## src/rtl/sfifo_pkg.sv

```systemverilog
package sfifo_pkg;
    // Width of an index able to address n items, never below one bit.
    function automatic int unsigned idx_w(int unsigned n);
        return (n <= 2) ? 1 : $clog2(n);
    endfunction
endpackage

```

## src/rtl/sfifo_store.sv

```systemverilog
module sfifo_store #(
    parameter int unsigned DATA_W = 16,
    parameter int unsigned DEPTH  = 4,
    localparam int unsigned PTR_W = sfifo_pkg::idx_w(DEPTH),
    localparam int unsigned LVL_W = sfifo_pkg::idx_w(DEPTH + 1)
) (
    input  logic              clk,
    input  logic              rst_n,
    input  logic              push,
    input  logic              pop,
    input  logic [DATA_W-1:0] wdata,
    output logic [DATA_W-1:0] head,
    output logic              empty,
    output logic              full,
    output logic [LVL_W-1:0]  level
);
    typedef struct packed {
        logic [DEPTH-1:0][DATA_W-1:0] mem;
        logic [PTR_W-1:0]             wr;
        logic [PTR_W-1:0]             rd;
        logic [LVL_W-1:0]             lvl;
    } store_t;

    store_t st_d, st_q;

    function automatic logic [PTR_W-1:0] bump(logic [PTR_W-1:0] p);
        return (p == PTR_W'(DEPTH - 1)) ? '0 : p + 1'b1;
    endfunction

    always_comb begin
        st_d = st_q;
        if (push) begin
            st_d.mem[st_q.wr] = wdata;
            st_d.wr           = bump(st_q.wr);
        end
        if (pop) begin
            st_d.rd = bump(st_q.rd);
        end
        case ({push, pop})
            2'b10:   st_d.lvl = st_q.lvl + 1'b1;
            2'b01:   st_d.lvl = st_q.lvl - 1'b1;
            default: st_d.lvl = st_q.lvl;
        endcase
    end

    always_ff @(posedge clk or negedge rst_n) begin
        if (!rst_n) st_q <= '0;
        else        st_q <= st_d;
    end

    assign head  = st_q.mem[st_q.rd];
    assign empty = (st_q.lvl == '0);
    assign full  = (st_q.lvl == LVL_W'(DEPTH));
    assign level = st_q.lvl;
endmodule

```

## src/rtl/sfifo_pacer.sv

```systemverilog
module sfifo_pacer #(
    parameter int unsigned SPC_W = 8
) (
    input  logic             clk,
    input  logic             rst_n,
    input  logic             fire,
    input  logic [SPC_W-1:0] spacing,
    output logic             expired,
    output logic [SPC_W-1:0] count
);
    logic [SPC_W-1:0] cnt_d, cnt_q;

    always_comb begin
        if (fire)                cnt_d = spacing;
        else if (cnt_q != '0)    cnt_d = cnt_q - 1'b1;
        else                     cnt_d = cnt_q;
    end

    always_ff @(posedge clk or negedge rst_n) begin
        if (!rst_n) cnt_q <= '0;
        else        cnt_q <= cnt_d;
    end

    assign expired = (cnt_q == '0);
    assign count   = cnt_q;
endmodule

```

## src/rtl/sample_pacer.sv

```systemverilog
module sample_pacer #(
    parameter int unsigned DATA_W = 16,
    parameter int unsigned SPC_W  = 8,
    parameter int unsigned DEPTH  = 4
) (
    input  logic              clk,
    input  logic              rst_n,
    input  logic              in_valid,
    input  logic [DATA_W-1:0] in_data,
    input  logic [SPC_W-1:0]  spacing,
    output logic              out_valid,
    output logic [DATA_W-1:0] out_data,
    output logic              overflow
);
    localparam int unsigned LVL_W = sfifo_pkg::idx_w(DEPTH + 1);

    typedef struct packed {
        logic              vld;
        logic [DATA_W-1:0] dat;
        logic              ovf;
    } out_t;

    out_t o_d, o_q;

    logic              q_empty, q_full, q_push, q_pop, fire, expired;
    logic [DATA_W-1:0] q_head;
    logic [LVL_W-1:0]  fill_lvl;
    logic [SPC_W-1:0]  timer_cnt;

    sfifo_store #(.DATA_W(DATA_W), .DEPTH(DEPTH)) store_i (
        .clk   (clk),
        .rst_n (rst_n),
        .push  (q_push),
        .pop   (q_pop),
        .wdata (in_data),
        .head  (q_head),
        .empty (q_empty),
        .full  (q_full),
        .level (fill_lvl)
    );

    sfifo_pacer #(.SPC_W(SPC_W)) pacer_i (
        .clk     (clk),
        .rst_n   (rst_n),
        .fire    (fire),
        .spacing (spacing),
        .expired (expired),
        .count   (timer_cnt)
    );

    always_comb begin
        fire   = expired && (!q_empty || in_valid);
        q_pop  = fire && !q_empty;
        // Straight pass-through when empty and expired; otherwise store if room.
        q_push = in_valid && !(fire && q_empty) && (!q_full || q_pop);
        o_d.vld = fire;
        o_d.dat = q_empty ? in_data : q_head;
        o_d.ovf = o_q.ovf || (in_valid && q_full && !q_pop);
    end

    always_ff @(posedge clk or negedge rst_n) begin
        if (!rst_n) o_q <= '0;
        else        o_q <= o_d;
    end

    assign out_valid = o_q.vld;
    assign out_data  = o_q.dat;
    assign overflow  = o_q.ovf;
endmodule

```

## config.mk

```make
export PLATFORM = sky130hd
export DESIGN_NAME = sample_pacer
export DESIGN_NICKNAME = d
export VERILOG_FILES = /design/src/rtl/sfifo_pkg.sv /design/src/rtl/sfifo_store.sv /design/src/rtl/sfifo_pacer.sv /design/src/rtl/sample_pacer.sv
export SDC_FILE = /design/constraint.sdc
export NUM_CORES = 1
export LEC_CHECK = 0
export CORE_UTILIZATION = 45
export DETAILED_ROUTE_END_ITERATION = 8
export HOLD_SLACK_MARGIN = 0.03
export PLACE_DENSITY = 0.65
export SLEW_MARGIN = 10
export SYNTH_ARGS = -nofsm -noshare
export SYNTH_HDL_FRONTEND = slang
export SYNTH_SLANG_ARGS = --single-unit
```

## constraint.sdc

```tcl
create_clock -name clk -period 2.92 [get_ports clk]
set_input_delay 0.584 -clock clk [delete_from_list [all_inputs] [get_ports clk]]
set_output_delay 0.584 -clock clk [all_outputs]
set_load 0.02 [all_outputs]
```

### Word-level counts from Yosys, hierarchy flattened

Cells that the tools add are included.

| word-level totals | value |
|---|---|
| register bits after elaboration | 97 |
| input bits | 27 |
| output and inout port bits | 18 |
| word-level logic and storage cells | 55 |

| cells by class | value |
|---|---|
| muxes and demuxes | 11 |
| equality and inequality tests | 5 |
| magnitude comparators | 3 |
| reductions and logical operators | 20 |
| $add $sub $neg | 5 |

Operators with widths:

| kind | count |
|---|---|
| bitwise mux 64 bit | 1 |
| two-way mux 16 bit | 3 |
| binary-select mux 16 bit (select 2 bit) | 1 |
| demux 16 bit (select 2 bit) | 1 |
| two-way mux 8 bit | 2 |
| logical AND 1 bit | 8 |
| zero test 8 bit | 1 |
| nonzero test 8 bit | 1 |
| subtractor 8 x 1 -> 8 bit, second input constant | 1 |
| equality test 2 bit, second input constant | 3 |
| less-than comparator 2 x 3 -> 1 bit, second input constant | 2 |
| one-hot mux 3 bit (2 select lines) | 1 |
| adder 2 x 1 -> 2 bit, second input constant | 2 |
| zero test 1 bit | 4 |
| two-way mux 2 bit | 2 |
| nonzero test 2 bit | 2 |
| adder 3 x 1 -> 3 bit, second input constant | 1 |
| equality test 3 bit, second input constant | 1 |
| zero test 3 bit | 1 |
| logical OR 1 bit | 3 |
| subtractor 3 x 1 -> 3 bit, second input constant | 1 |
| equality test 2 x 1 -> 1 bit, second input constant | 1 |
| >= comparator 2 x 1 -> 1 bit, second input constant | 1 |

### Logic depth before layout (Yosys ltp)

Gate-level depths: netlist of run 1.

| logic depth | value |
|---|---|
| depth after elaboration | 10 |
| mapped depth | 12 |
| depth with buffers taken out | 11 |

### Hierarchy

Synthesis of run 1 repeated with hierarchy kept, for this count alone.

| second synthesis, totals | value |
|---|---|
| cells, all modules | 291 |
| area, all modules | 4629.4 µm² |

By module, submodules not included:

| module | times used | cells an instance | area each (µm²) |
|---|---|---|---|
| sfifo_store | 1 | 194 | 3414.5 |
| sample_pacer | 1 | 43 | 738.2 |
| sfifo_pacer | 1 | 54 | 476.7 |

### Worst setup path before layout of run 1

Ideal clock, no wire load.

| timing path | value |
|---|---|
| kind | register to register |
| from | reg pacer_i.cnt_q[0] (netlist: pacer_i.count[0]) |
| to | reg store_i.st_q (netlist bit store_i.level[2]) |
| arrival | 2.476 ns |
| data required time | 2.841 ns |
| period minus slack after synthesis | 2.556 ns |
| cell stages (with the launch flop) | 12 |
| setup time | 0.079 ns |
| slack | 0.364 ns |
| path through | dfrtp_1 -> inv_1 -> ha_1 -> nor3b_1 -> nand3_2 -> nand3_1 -> ha_1 -> inv_1 -> fa_1 -> xor2_1 -> nor2_1 -> xor2_1 |

| between the ends | value |
|---|---|
| word-level cells in the longest chain between the ends | 8 |
| elaborated cells between the ends (all ways) | 12 |
| classes of those cells | 2 x eq/ne; 1 x mux; 9 x reduce/logical |

RTL lines:

| element | RTL line | source |
|---|---|---|
| start, declared | sfifo_pacer.sv:11 | `logic [SPC_W-1:0] cnt_d, cnt_q;` |
| start signal, assigned | sfifo_pacer.sv:21 | `else cnt_q <= cnt_d;` |
| zero test 8 bit (*) | sfifo_pacer.sv:24 | `assign expired = (cnt_q == '0);` |
| logical AND 1 bit (*) | sample_pacer.sv:52 | `fire = expired && (!q_empty \|\| in_valid);` |
| logical AND 1 bit | sample_pacer.sv:55 | `q_push = in_valid && !(fire && q_empty) && (!q_full \|\| q_pop);` |
| zero test 1 bit | sample_pacer.sv:55 |  |
| logical AND 1 bit (2 in a row) | sample_pacer.sv:55 |  |
| equality test 2 x 1 -> 1 bit / equality test 2 bit (equally long branches) | sfifo_store.sv:39 | `case ({push, pop})` |
| one-hot mux 3 bit (2 select lines) / nonzero test 2 bit (equally long branches) | n/a |  |
| end signal, assigned | sfifo_store.sv:48 | `else st_q <= st_d;` |
| end, declared | sfifo_store.sv:24 | `store_t st_d, st_q;` |

Mark *: on every way between the ends. The rest lies on a longest branch, timed or not.
A chain may end at the register's enable or synchronous reset.

### Worst setup path in the final report of run 1

Ends and elaborated chain as after synthesis.

==> metrics.csv, run 1 <==
stage,metric,value,unit
power_and_ir_drop,Tot Pwr,5770,µW
place,IO buf count,44,
critical_path,worst path required time,3150,ps
synth,"Seq/Total Area, Yosys",53.4,%
critical_path,Critical Path AT,2780,ps
grt,largest net degree at the start of global routing,61,
cts,clock sinks,97,
min_path,Worst Hold Class,primary input to asynchronous set/reset pin,
cts,CTS tree,built,
synth,"Net Count, Synth",315,
cts,clock-pin slew on the worst setup and hold paths,90,ps
grt,first-pass GRT wire length,13.9,mm
critical_path,Setup CP Type,flop to flop,
critical_path,crit end category,flop,
synth,Post-synth ARST share,100,%
grt,met3 GRT Util,2.26,%
power_and_ir_drop,Worst VDD drop,414,µV
detailed_routing,Post-route DRC,0,
sta,post-route clock period utilization,87.1,%
run,Max-cap violations,0,
cells_and_area,Final Non-Filler Cells,466,
critical_path,CP Launch Type,flop,
sta,clk_skew,10.0,ps
die,Initial Utilization,46.5,%
synth,synth top area cells,"dfrtp_1 53%, mux2_4 13%, mux2_2 11%, mux4_2 7.9%, ha_1 2.2%",
sta,Final setup viols,0,
cts,worst skew pair latency,350,ps
place,hpwl dp,5.27,mm
cts,Root Buffer,clkbuf_8,
synth,syn avg cell area,16.3,µm²
synth,Synth Flop Type,dfrtp_1,
grt,gr usage total,17.8,%
detailed_routing,antenna-violating nets left,0,
sta,final-report hold violation count,0,
synth,synth cell count leaders,"97 x dfrtp_1, 44 x mux2_2, 40 x mux2_4",
outcome,status,completed,
cts,Num CTS Buffers,9,
synth,synthesized area,4540,µm²
power_and_ir_drop,Power per Cell Area,1090,nW/µm²
synth,Post-synth EDFFs,0,
grt,M2 GR Usage,27.2,%
grt,gr ovfl total,0,
die,boundary pin count,45,
sta,"Slew Viols, Final",0,
cells_and_area,# diodes,0,
detailed_routing,routed length per instance,17.7,µm
sta,worst-margin pin slew,503,ps
cts,worst-case clock buffer depth,2,
cells_and_area,Final Cell Area,5300,µm²
synth,Ys Warns,0,
critical_path,Reg2Reg Depth,11,
die,row count,36,
detailed_routing,final WL,8.26,mm
die,Die ar.,10500,µm²
synth,most numerous cell in the Yosys netlist,dfrtp_1,
sta,Max-Slew Margin vs Limit,66.5,%
cells_and_area,Area growth syn-to-layout,16.7,%
synth,Yosys cell types,33,
detailed_routing,Vias,2422,
sta,Min Hold Slack,186,ps
place,Placed Area,5130,µm²
detailed_routing,DRT iter0 DRCs,68,
sta,sum of negative setup slack,0,ps
cts,H-Tree Depth,3,
cells_and_area,share of layout cells above drive strength 1,39.3,%
grt,grt met1 use,25.7,%
grt,busiest grt layer,met2,
sta,Fmax,393,MHz
place,Placer Congestion,0.697,
critical_path,CP Max Fanout,5,
grt,antenna violations before repair,0,
synth,area share of the largest cell type after synthesis,53.4,%
die,die height,102,µm
place,Post-Place Cells,451,
sta,RSZ-0062 raised after global routing,false,
die,core outline area,9770,µm²
power_and_ir_drop,Leak,0.00234,µW
grt,number of global-route vias before repair,2622,
detailed_routing,Initial DRT Pass Iterations,4,
sta,minimum clock period,2540,ps
synth,post-synth top area cell,dfrtp_1,
cells_and_area,fin nets,365,
synth,Syn Inst Count,279,
cts,Hold Buf Count CTS,0,
detailed_routing,Vias per Instance,5.20,
synth,post-synthesis register bit count,97,
die,Die Width,102,µm
## power by group
part           internal [µW]  switching, µW
Sequential              2030            437
Clock                    333            461
Combinational           1570            935
Total                   3940           1830
## final timing paths
kind	end	start	slack [ps]
max	store_i.level[2]	pacer_i.count[0]	380
min	store_i.st_q[64]	rst_n	190
max reg2reg	store_i.level[2]	pacer_i.count[0]	380
min reg2reg	overflow	overflow	480
max in group asynchronous	store_i.level[0]	rst_n	2040
min in group clk	overflow	overflow	480
## registers in the layout, summed over array words and instances (netlist names)
register       count
store_i.st_q      68
out_data          16
pacer_i.count      8
store_i.level      3
out_valid          1
overflow           1
## critical path: stages, from the launching register on
cell and delay, ps:
dfrtp_1 410, inv_1 90, ha_1 170, nor3b_2 280
a21bo_1 390, nand3_1 210, ha_1 270, inv_1 70
fa_1 170, xor2_1 150, nor2_1 60, xor2_1 140
## metrics by stage
| step | worst slack, ps | utilization (%) |
|---|---|---|
| final | 378 | 54.2 |
| after detailed placement | 219 | 52.5 |
| after floorplan | 364 | - |
| after CTS | 198 | 54.2 |
| after global placement | 316 | 52.5 |
| after global routing | 140 | 54.2 |
## cell usage in the layout, fill, tap and decap left out, types with 2 or more instances in the layout
cell type,count
dfrtp_1,97
mux2_2,44
clkdlybuf4s50_1,43
mux2_4,40
mux4_2,16
clkbuf_8,10
inv_1,8
nor2_1,8
ha_1,8
buf_4,7
xor2_1,6
nand2_1,5
a22o_1,5
nand4_4,4
o21ai_0,3
nor4_1,2
nand3_1,2
nand2b_1,2
nor3_1,2
xnor2_1,2
a21oi_1,2
inv_6,2
clkinv_2,2
## routing by layer
layer	part of all wire, %	wire (µm)	vias up
met5	0	0	-
met4	1.4	116	0
met3	2.1	170	9
met2	47	3900	35
met1	49	4070	1266
li1	-	-	1112
## what timing repair did
item                                    CTS  global route
buffers inserted                          0             0
endpoints found under the setup margin    0             2
resized for setup                         0             1
## cell type report
type | instances | area (µm²)
fillers | 821 | 4470
flip-flops and latches | 97 | 2430
multi-input cells | 162 | 2010
repair buffers | 51 | 503
well taps | 133 | 166
clock buffers | 11 | 141
inverters | 8 | 30.0
clock inverters | 4 | 27.5
## logic make-up after synthesis
group,after synthesis,synth area share [%]
buffers and inverters,20,2.48
multiplexers,101,32.3
XOR/XNOR,8,1.54
flip-flops,97,53.4
AO/OA/AOI/OAI,14,2.29
AND/OR/NAND/NOR,30,5.32
adder cells (fa/ha/maj),9,2.64
No activity file was read; power rests on OpenSTA's default activity.
==> run 2, diff against run 1 <==
Settings changed: CORE_MARGIN set to 4, SYNTH_HIERARCHICAL set to 1.
==> run 2 against run 1 <==
Via count is 2.9% higher. Clock-buffer cell count up 1. Non-clock buffer count rose by 1. Clock power grew 24%. Critical endpoint is now store_i/level[2]. Register-to-register slack got worse by 170 ps. Maximum frequency shrank 6.4%. Highest routed layer unchanged.
==> metrics.csv, run 2 <==
stage,metric,value,unit
cts,H-Tree Depth,3,
power_and_ir_drop,Leak,0.00240,µW
cts,worst skew pair latency,360,ps
grt,number of global-route vias before repair,2569,
detailed_routing,Vias,2492,
cells_and_area,"Most flops, register",store_i/st_q,
sta,Final setup viols,0,
cells_and_area,# diodes,0,
cts,post-CTS setup buffer count,0,
sta,clk_skew,12.2,ps
critical_path,cell repeated most along the worst path,inv_1,
detailed_routing,Initial DRT Pass Iterations,4,
cts,Num CTS Buffers,9,
synth,syn avg cell area,16.0,µm²
die,boundary pin count,45,
power_and_ir_drop,clock network fraction of design power,18.8,%
sta,RSZ-0062 raised after global routing,false,
sta,"Slew Viols, Final",0,
detailed_routing,antenna-violating nets left,0,
power_and_ir_drop,switch share,28.0,%
sta,minimum clock period,2720,ps
cts,worst-case clock buffer depth,2,
grt,gr ovfl total,0,
place,Placer Congestion,0.833,
grt,busiest grt layer,met2,
power_and_ir_drop,Int Pwr,3750,µW
grt,grt met1 use,20.8,%
die,Initial Utilization,46.7,%
cts,Hold Buf Count CTS,0,
cells_and_area,most frequent cells in the layout,"97 x dfrtp_1, 49 x mux2_4, 43 x clkdlybuf4s50_1",
detailed_routing,Post-route DRC,0,
run,Max-cap violations,0,
synth,synthesized area,4610,µm²
place,hpwl dp,5.16,mm
detailed_routing,final WL,8.25,mm
critical_path,CP Launch Type,flop,
outcome,status,completed,
sta,worst-margin pin slew,837,ps
synth,Syn Inst Count,288,
cells_and_area,Final Non-Filler Cells,476,
cells_and_area,Area growth syn-to-layout,17.1,%
grt,met3 GRT Util,4.44,%
cells_and_area,Fill cells,823,
grt,M2 GR Usage,23.4,%
sta,Min Hold Slack,148,ps
critical_path,CP Max Fanout,5,
die,Die ar.,11900,µm²
cts,clock-pin slew on the worst setup and hold paths,90,ps
sta,final-report hold violation count,0,
grt,largest net degree at the start of global routing,46,
cts,Root Buffer,clkbuf_8,
sta,Fmax,368,MHz
synth,"Net Count, Synth",323,
detailed_routing,DRT iter0 DRCs,111,
sta,post-route clock period utilization,93.0,%
power_and_ir_drop,register share of total power,43.1,%
critical_path,critical path's top delay family,adder cells,
die,core outline area,9860,µm²
place,IO buf count,44,
cells_and_area,"commonest non-fill, non-tap cell in the layout",dfrtp_1,
critical_path,WP buf/inv,3,
sta,sum of negative setup slack,0,ps
die,row count,36,
place,Post-Place Cells,460,
critical_path,slowest CP cell,dfrtp_1,
grt,antenna violations before repair,0,
power_and_ir_drop,Power per Cell Area,967,nW/µm²
min_path,Worst Hold Class,primary input to asynchronous set/reset pin,
grt,gr usage total,15.1,%
cells_and_area,max FFs per register,68,
sta,Worst Slack Setup Final,203,ps
power_and_ir_drop,Worst VDD drop,510,µV
critical_path,CP max stage delay,430,ps
power_and_ir_drop,Gate power share,38.1,%
cells_and_area,post-layout util,54.7,%
cts,CTS tree,built,
grt,first-pass GRT wire length,13.6,mm
die,die height,109,µm
cells_and_area,share of layout cells above drive strength 1,35.6,%
critical_path,Critical Path AT,3010,ps
critical_path,Setup CP Type,flop to flop,
critical_path,crit end category,flop,
cells_and_area,fin nets,373,
critical_path,worst-path cell chain,"inv_1, ha_1, or3b_4, nor2_4, nor2_1, o21a_1, inv_1, ha_1, inv_1, fa_1, xor2_1, nor2_1, xor2_1",
detailed_routing,Vias per Instance,5.24,
power_and_ir_drop,NetSw,1460,µW
die,Die Width,109,µm
critical_path,worst path required time,3210,ps
sta,Max-Slew Margin vs Limit,44.2,%
synth,Ys Warns,6,
detailed_routing,routed length per instance,17.3,µm
place,Post-Place Setup Slack,172,ps
cts,clock sinks,97,
==> run 2: area by class of cell <==
class	count	area, µm²	share of cell area (%)
flip-flops and latches	97	2430	45.0
multi-input cells	168	2020	37.5
repair buffers	52	510	9.46
well taps	133	166	3.08
clock buffers	12	155	2.88
clock inverters	4	75.1	1.39
inverters	10	37.5	0.696
==> run 2: power by group through the flow <==
stage | clock (µW) | combinational (µW) | sequential [µW]
4_1_cts | 1020 | 2020 | 2250
2_1_floorplan | 0 | 1410 | 2330
3_3_place_gp | 0 | 1980 | 2250
5_1_grt | 1060 | 2120 | 2320
6_report | 981 | 1990 | 2250
3_5_place_dp | 0 | 2010 | 2260
==> run 2: metrics by stage <==
| step | power [µW] | area [µm²] |
|---|---|---|
| after floorplan | 3750 | 4610 |
| after global placement | 4220 | 5150 |
| after detailed placement | 4280 | 5150 |
| after CTS | 5290 | 5380 |
| after global routing | 5510 | 5400 |
| final | 5220 | 5400 |
==> run 2: what timing repair did <==
item                                    CTS  global route
endpoints found under the setup margin    0            47
endpoints found under the hold margin     0             0
resized for setup                         0             4
==> run 2: final timing paths <==
check                            startpoint               end  slack (ps)  cells after the start
max                        pacer_i/count[0]  store_i/level[2]         200                     13
min                                   rst_n  pacer_i/count[0]         150                      1
max reg2reg                pacer_i/count[0]  store_i/level[2]         200                     13
min reg2reg                store_i/st_q[27]  store_i/st_q[27]         500                      1
max in group asynchronous             rst_n  store_i/st_q[58]        2130                      2
min in group clk           store_i/st_q[27]  store_i/st_q[27]         500                      1
==> run 2: metal layers <==
layer	wire length, µm	part of all wire, %	vias to the layer above
li1	-	-	1150
met1	3880	47	1271
met2	3910	47	61
met3	374	4.5	10
met4	82	0.99	0
met5	0	0	-
==> run 3, diff against run 2 <==
Settings changed: ABC_AREA set to 1, SYNTH_HIERARCHICAL 1 to unset.
==> run 3 against run 2 <==
Via count rose by 62%. Register-to-register slack improved by 260 ps. Cell area rose by 1.5%. Largest cell class unchanged.
==> metrics.csv, run 3 <==
stage,metric,value,unit
outcome,status,completed,
detailed_routing,Initial DRT Pass Iterations,5,
cts,worst skew pair latency,370,ps
synth,post-synth top area cell,dfrtp_1,
sta,clk_skew,15.1,ps
cells_and_area,"Most flops, register",store_i.st_q,
cells_and_area,Fill cells,977,
sta,worst-margin pin slew,716,ps
run,Max-cap violations,0,
detailed_routing,DRT iter0 DRCs,327,
grt,met3 GRT Util,3.38,%
detailed_routing,routed length per instance,15.9,µm
sta,RSZ-0062 raised after global routing,false,
sta,post-route clock period utilization,84.2,%
grt,number of global-route vias before repair,4051,
critical_path,"setup slack, reg-to-reg",460,ps
synth,Yosys cell types,34,
cts,post-CTS setup buffer count,0,
die,die height,111,µm
critical_path,crit end category,flop,
synth,Ys Warns,0,
detailed_routing,final WL,11.7,mm
cells_and_area,most frequent cells in the layout,"151 x nand2_1, 97 x dfrtp_1, 91 x nor2_1",
cells_and_area,max FFs per register,68,
cts,H-Tree Depth,3,
sta,minimum clock period,2460,ps
synth,synth cell count leaders,"151 x nand2_1, 97 x dfrtp_1, 91 x nor2_1",
cts,worst-case clock buffer depth,2,
power_and_ir_drop,Tot Pwr,2370,µW
cts,post-CTS sizing,0,
die,boundary pin count,45,
critical_path,CP Launch Type,flop,
synth,"Net Count, Synth",602,
sta,final-report hold violation count,0,
die,row count,37,
grt,first-pass GRT wire length,20.3,mm
synth,synth top area cells,"dfrtp_1 51%, nand2_1 12%, nand4_1 8.5%, nor2_1 7.1%, o21ai_0 3.9%",
cts,CTS tree,built,
detailed_routing,Vias per Instance,5.49,
cells_and_area,Area growth syn-to-layout,14.3,%
sta,sum of negative setup slack,0,ps
grt,largest net degree at the start of global routing,62,
power_and_ir_drop,Worst VDD drop,258,µV
grt,busiest grt layer,met2,
critical_path,CP Max Fanout,21,
critical_path,Reg2Reg Depth,12,
synth,Syn Inst Count,566,
synth,Post-synth EDFFs,0,
synth,synthesized area,4790,µm²
synth,Post-synth ARST share,100,%
cells_and_area,fin nets,630,
synth,"Seq/Total Area, Yosys",50.7,%
synth,post-synthesis register bit count,97,
synth,area share of the largest cell type after synthesis,50.7,%
cells_and_area,Final Cell Area,5480,µm²
cts,clock sinks,97,
detailed_routing,Post-route DRC,0,
power_and_ir_drop,Leak,0.00270,µW
synth,Synth Flop Type,dfrtp_1,
min_path,Worst Hold Class,primary input to asynchronous set/reset pin,
detailed_routing,antenna-violating nets left,0,
synth,syn avg cell area,8.47,µm²
grt,antenna violations before repair,0,
place,IO buf count,44,
place,Placed Area,5270,µm²
grt,gr ovfl total,0,
grt,gr usage total,19.8,%
power_and_ir_drop,Power per Cell Area,432,nW/µm²
cts,Num CTS Buffers,9,
die,Initial Utilization,46.2,%
place,hpwl dp,7.13,mm
cts,Root Buffer,clkbuf_8,
die,Die Width,111,µm
die,core outline area,10400,µm²
critical_path,Setup CP Type,flop to flop,
grt,M2 GR Usage,31.2,%
sta,Final setup viols,0,
cts,Hold Buf Count CTS,0,
cells_and_area,share of layout cells above drive strength 1,7.85,%
critical_path,worst path required time,3160,ps
sta,"Slew Viols, Final",0,
cells_and_area,"commonest non-fill, non-tap cell in the layout",nand2_1,
critical_path,Critical Path AT,2700,ps
sta,Max-Slew Margin vs Limit,52.3,%
grt,grt met1 use,28.2,%
cells_and_area,# diodes,0,
critical_path,r2r endpoint,store_i.level[2],
detailed_routing,Vias,4032,
critical_path,R2R Path Start,pacer_i.count[0],
place,Placer Congestion,0.780,
synth,most numerous cell in the Yosys netlist,nand2_1,
die,Die ar.,12400,µm²
cts,clock-pin slew on the worst setup and hold paths,100,ps
sta,Fmax,407,MHz
## run 3: cell types whose count changed in the layout (fill, tap and decap cells not counted), sizes merged, moves of 16 or more
cell | previous run | this run
nand4 | 1 | 65
o21ai | 4 | 41
mux4 | 16 | 0
mux2 | 82 | 0
nand2 | 11 | 156
nor2 | 8 | 95
## run 3: critical path, cell delays in order (launching register included)
cell     delay (ps)
dfrtp_1         390
inv_1           120
ha_1            190
nand2_2         120
o21ai_4         220
nand2_8         160
nand2_2         130
ha_1            150
inv_1            60
fa_1            380
a21oi_1         150
o21ai_0         110
xor2_1          150
## run 3: where the power goes
part	total [µW]	internal, µW	leakage [µW]	switching, µW
Sequential	1350	1340	0.00132	2.40
Clock	916	423	0.000107	493
Combinational	103	36.4	0.00127	67.0
Total	2370	1800	0.00270	563
## run 3: cells by family (layout without fill, tap and decap cells)
logic type                 after synthesis  count (layout)  synth area share, %
and+or+nand+nor                        328             328                 31.8
AOI/OAI and AO/OA                       66              66                 7.83
adders and majority gates                9               9                 2.51
DFF                                     97              97                 50.7
xor gates and xnor gates                 3               3                0.548
buffers and inverters                   63              96                 6.63
## run 3: cell type report
type	instances	area [µm²]	share of cell area (%)
tap	136	170	3.11
sequential	97	2430	44.3
multi-input combinational	406	2050	37.4
timing repair buffer	57	543	9.91
clock inverter	6	66.3	1.21
clock buffer	10	138	2.51
inverter	23	86.3	1.58
## run 3: worst max path at each step
stage	slack, ps	to	depth (start not counted)	startpoint
6_report	460	store_i.level[2]	12	pacer_i.count[0]
5_1_grt	270	store_i.level[2]	12	pacer_i.count[0]
4_1_cts	470	store_i.level[2]	12	pacer_i.count[0]
3_5_place_dp	500	store_i.level[2]	12	pacer_i.count[0]
3_3_place_gp	570	store_i.level[2]	12	pacer_i.count[0]
2_1_floorplan	580	store_i.level[2]	13	pacer_i.count[0]
## run 3: through the flow
stage,setup WS [ps],util (%),instances,hold slack [ps]
global placement,575,50.9,719,448
global route,269,52.8,735,296
CTS,470,52.8,735,273
detailed placement,496,50.9,719,453
floorplan,583,-,566,288
finish,461,52.8,735,245
## run 3: metal layers
metal	vias up	wire [µm]	share of wire [%]
met5	-	0	0
met4	0	155	1.3
met3	15	675	5.8
met2	103	5510	47
met1	1971	5340	46
li1	1943	-	-
